[src/rtl/byte_logic_unit.sv]
module byte_logic_unit #(
  parameter int W = 8
) (
  input  logic         clk,
  input  logic         rst,
  input  logic         in_valid,
  input  logic [3:0]   op,
  input  logic [W-1:0] acc_in,
  input  logic [W-1:0] opnd_in,
  input  logic         carry_in,
  output logic         out_valid,
  output logic [W-1:0] result,
  output logic         carry_out,
  output logic         carry_wr
);
  localparam int H = W / 2;

  typedef enum logic [3:0] {
    OP_AND  = 4'h0,
    OP_OR   = 4'h1,
    OP_XOR  = 4'h2,
    OP_INV  = 4'h3,
    OP_ZERO = 4'h4,
    OP_ROL  = 4'h5,
    OP_ROLC = 4'h6,
    OP_ROR  = 4'h7,
    OP_RORC = 4'h8,
    OP_NSWP = 4'h9
  } op_e;

  logic [W-1:0] nxt_res;
  logic         nxt_cy;
  logic         nxt_wr;

  always_comb begin
    nxt_res = acc_in;
    nxt_cy  = carry_in;
    nxt_wr  = 1'b0;
    case (op)
      OP_AND:  nxt_res = acc_in & opnd_in;
      OP_OR:   nxt_res = acc_in | opnd_in;
      OP_XOR:  nxt_res = acc_in ^ opnd_in;
      OP_INV:  nxt_res = ~acc_in;
      OP_ZERO: nxt_res = '0;
      OP_ROL:  nxt_res = {acc_in[W-2:0], acc_in[W-1]};
      OP_ROR:  nxt_res = {acc_in[0], acc_in[W-1:1]};
      OP_ROLC: begin
        nxt_res = {acc_in[W-2:0], carry_in};
        nxt_cy  = acc_in[W-1];
        nxt_wr  = 1'b1;
      end
      OP_RORC: begin
        nxt_res = {carry_in, acc_in[W-1:1]};
        nxt_cy  = acc_in[0];
        nxt_wr  = 1'b1;
      end
      OP_NSWP: nxt_res = {acc_in[H-1:0], acc_in[W-1:H]};
      default: ;
    endcase
  end

  always_ff @(posedge clk) begin
    if (rst) begin
      out_valid <= 1'b0;
      result    <= '0;
      carry_out <= 1'b0;
      carry_wr  <= 1'b0;
    end else begin
      out_valid <= in_valid;
      if (in_valid) begin
        result    <= nxt_res;
        carry_out <= nxt_cy;
        carry_wr  <= nxt_wr;
      end
    end
  end
endmodule

[config.mk]
export PLATFORM = sky130hd
export DESIGN_NAME = byte_logic_unit
export DESIGN_NICKNAME = d
export VERILOG_FILES = /design/src/rtl/byte_logic_unit.sv
export SDC_FILE = /design/constraint.sdc
export NUM_CORES = 1
export LEC_CHECK = 0
export BUFFER_PORTS_ARGS = -buffer_cell sky130_fd_sc_hd__buf_2
export CORE_MARGIN = 3
export CORE_UTILIZATION = 58
export DETAILED_ROUTE_END_ITERATION = 16
export PLACE_DENSITY_LB_ADDON = 0.25
export SYNTH_ARGS = -nofsm -noshare
export SYNTH_HDL_FRONTEND = slang
export SYNTH_SLANG_ARGS = --single-unit
[constraint.sdc]
create_clock -name clk -period 2.05 [get_ports clk]
set_input_delay 0.1025 -clock clk [delete_from_list [all_inputs] [get_ports clk]]
set_output_delay 0.1025 -clock clk [all_outputs]
set_load 0.01 [all_outputs]
==> results.toml <==
[clock_network]
cts_buffers = 3
cts_resized = 0
clkLatencyLatePin_ns = 0.27
htree_levels = 1
cts_buffer_depth = 2
cts_tree = "done"
clkSinkCount = 11
cts_root_buffer = "clkbuf_4"
hold_buffers = 0
clk_transition_reported_paths_ns = 0.07
post_cts_buffers = 0

[synthesis]
syn_inst = 185
syn-cell-area_um2 = 1420
yosys.area.top_type = "dfxtp_1"
synth.distinct_cells = 51
synth_seq_area_share_pct = 15.51
synth_warnings = 0
synth_area_leaders = "dfxtp_1 (16%), ha_1 (14%), inv_1 (4.8%)"
syn_nets = 225
yosysMostFrequentCell = "inv_1"
synth_top_flop_cell = "dfxtp_1"
netlist_top_cells_count = "inv_1 (18), ha_1 (16), nor2_1 (15)"
synth_edf_count = 0
yosysTopAreaCellShare_pct = 15.51
synth_async_sr_flop_share_pct = 0
ys_ff_latch = 11
syn_area_per_cell_um2 = 7.676

[floorplanning]
die_area_um2 = 3078
die_h_um = 55.48
start_util_pct = 62.40
num_rows = 17
core-area_um2 = 2276
ioPinCount = 35
die_w_um = 55.48

[placement]
place_ws_ns = 0.3763
gp_congestion = 0.9820
place_inst = 234
hpwl_mm = 2.858
placed_area_um2 = 1545
port_buffers = 34

[flow_run]
max_cap_violations = 0

[power]
p_sw_share_pct = 37.71
share_comb_of_total_power_pct = 42.5
p_switching_mw = 0.2530
power_frac_clock_pct = 22.2
power.leakage_nw = 0.7422
ir_worst_vdd_mv = 0.4958
seqPwrFrac_pct = 35.3
powerDensity_nw_per_um2 = 427.0
p_int_mw = 0.4180

[timing]
slew_violations = 0
period_needed_ns = 1.427
timing.final.crit_share_pct = 69.62
max_slew_margin_pct = 63.19
final.setup.tns_ns = 0
finalClockSkew_ns = 0
worst_pin_slew_ns = 0.5522
finalHoldViolations = 0
rsz0062_at_grt = "false"
timing.fmax_ghz = 0.7007
final-setup-viol-count = 0
setup_slack_ns = 0.6229

[detailed_routing]
antenna_left = 0
routed_wl_mm = 3.880
drc = 0
vias = 1524
drt-initial-drc-count = 93
drt-vias-per-instance = 6.403
wire_per_inst_um = 16.30
drtPass1Iterations = 7

[setup_path]
cp_cell_sequence = "buf_2, xor2_2, and2b_1, a32o_1, a221oi_2, a2111oi_2"
crit_path_max_incr_delay_ns = 0.44
cp-start-kind = "primary input"
cp.arrival_ns = 1.57
required_ns = 2.19
cp_max_fo = 31
setup.worst_path.class = "in2reg"
worst_path_max_delay_cell = "buf_2"
end_kind = "register"

[min_path]
hold_path_class = "in2reg"

[cells_and_area]
instances_no_fill = 238
n_antenna_cell = 0
stdcell_area_um2 = 1572
final_util_pct = 69.05
syn_to_final_growth_pct = 10.66
fin_nets = 251
drive_gt1_share_pct = 25.24

[run_status]
outcome = "completed"

[global_route]
grt_max_degree = 32
grt_remaining_overflow = 0
antenna_found_initial = 0
grt_pass1_vias = 1420
grt_pass1_wl_mm = 6.513
grt_usage_pct = 25.85
## final cells by class
type,instances,area [µm²]
fill,202,704.4
clock buffer,4,26.28
timing repair buffer,34,170.2
inverter,20,75.07
multi-input combinational,141,1045
sequential,11,220.2
tap,28,35.03
## path summary, 6_finish.rpt
kind	start	cells after the start	slack, ns	to
worst max-delay path	op[0]	6	0.62	result[5]$_SDFFE_PP0P_
worst min-delay path	rst	2	0.16	out_valid$_SDFF_PP0_
worst max register to register	result[7]$_SDFFE_PP0P_	3	1.18	result[7]$_SDFFE_PP0P_
worst min register to register	result[6]$_SDFFE_PP0P_	2	0.47	result[6]$_SDFFE_PP0P_
## layout by cell type, fill, tap and decap left out, types with 2 or more instances in the layout
master,instances
buf_2,34
inv_1,18
ha_1,16
nor2_1,15
dfxtp_1,11
a21oi_1,10
nand2_1,9
o21ai_0,8
o22ai_1,7
a22oi_1,6
o21ai_1,5
nor2b_1,5
nand3_1,5
a211oi_1,5
mux2i_1,5
a2111oi_2,3
a31oi_1,3
clkbuf_4,3
mux2_2,2
nor2_2,2
a22o_1,2
inv_2,2
o311ai_1,2
nor3_1,2
a32o_1,2
o211ai_1,2
a221oi_2,2
nand4_1,2
nand3b_1,2
## cells by family (layout without fill, tap and decap cells)
logic type,count (synthesis),count (layout),synth area share [%]
buffers and inverters,33,58,10.92
DFF,11,11,15.51
xor gates and xnor gates,1,1,1.146
adders and majority gates,16,16,14.10
AOI/OAI and AO/OA,66,66,34.54
muxes,8,8,5.903
and+or+nand+nor,50,50,17.89
## registers in the layout, summed over array words and instances (netlist names)
name / flops
carry_out: 1
carry_wr: 1
out_valid: 1
result: 8
## power by group through the flow
| stage | Sequential [mW] | Clock [mW] | Combinational [mW] |
|---|---|---|---|
| final | 0.237 | 0.149 | 0.285 |
| after global routing | 0.238 | 0.162 | 0.315 |
| after CTS | 0.237 | 0.152 | 0.281 |
| after detailed placement | 0.242 | 0 | 0.280 |
| after global placement | 0.241 | 0 | 0.273 |
| after floorplan | 0.249 | 0 | 0.187 |
## routing by layer
metal / vias up / track usage [%] / part of all wire, %
met3: 18 / 5.607 / 11
met2: 102 / 41.89 / 47
met1: 672 / 32.91 / 39
met4: 0 / 10.76 / 3.6
li1: 732 / - / -
met5: - / 0 / 0
## critical path, delay by kind of cell
family          cells  cell delay [ns]
compound gates      3             0.59
buf+inv             1             0.44
xor+xnor            1             0.20
simple gates        1             0.22
## per-stage QoR
stage	hold WS, ns	power (mW)
finish	0.1632	0.6711
global route	0.1747	0.7159
CTS	0.1616	0.6693
detailed placement	0.4409	0.5212
global placement	0.4292	0.5136
floorplan	0.1785	0.4358
(Power assumes the default switching activity.)
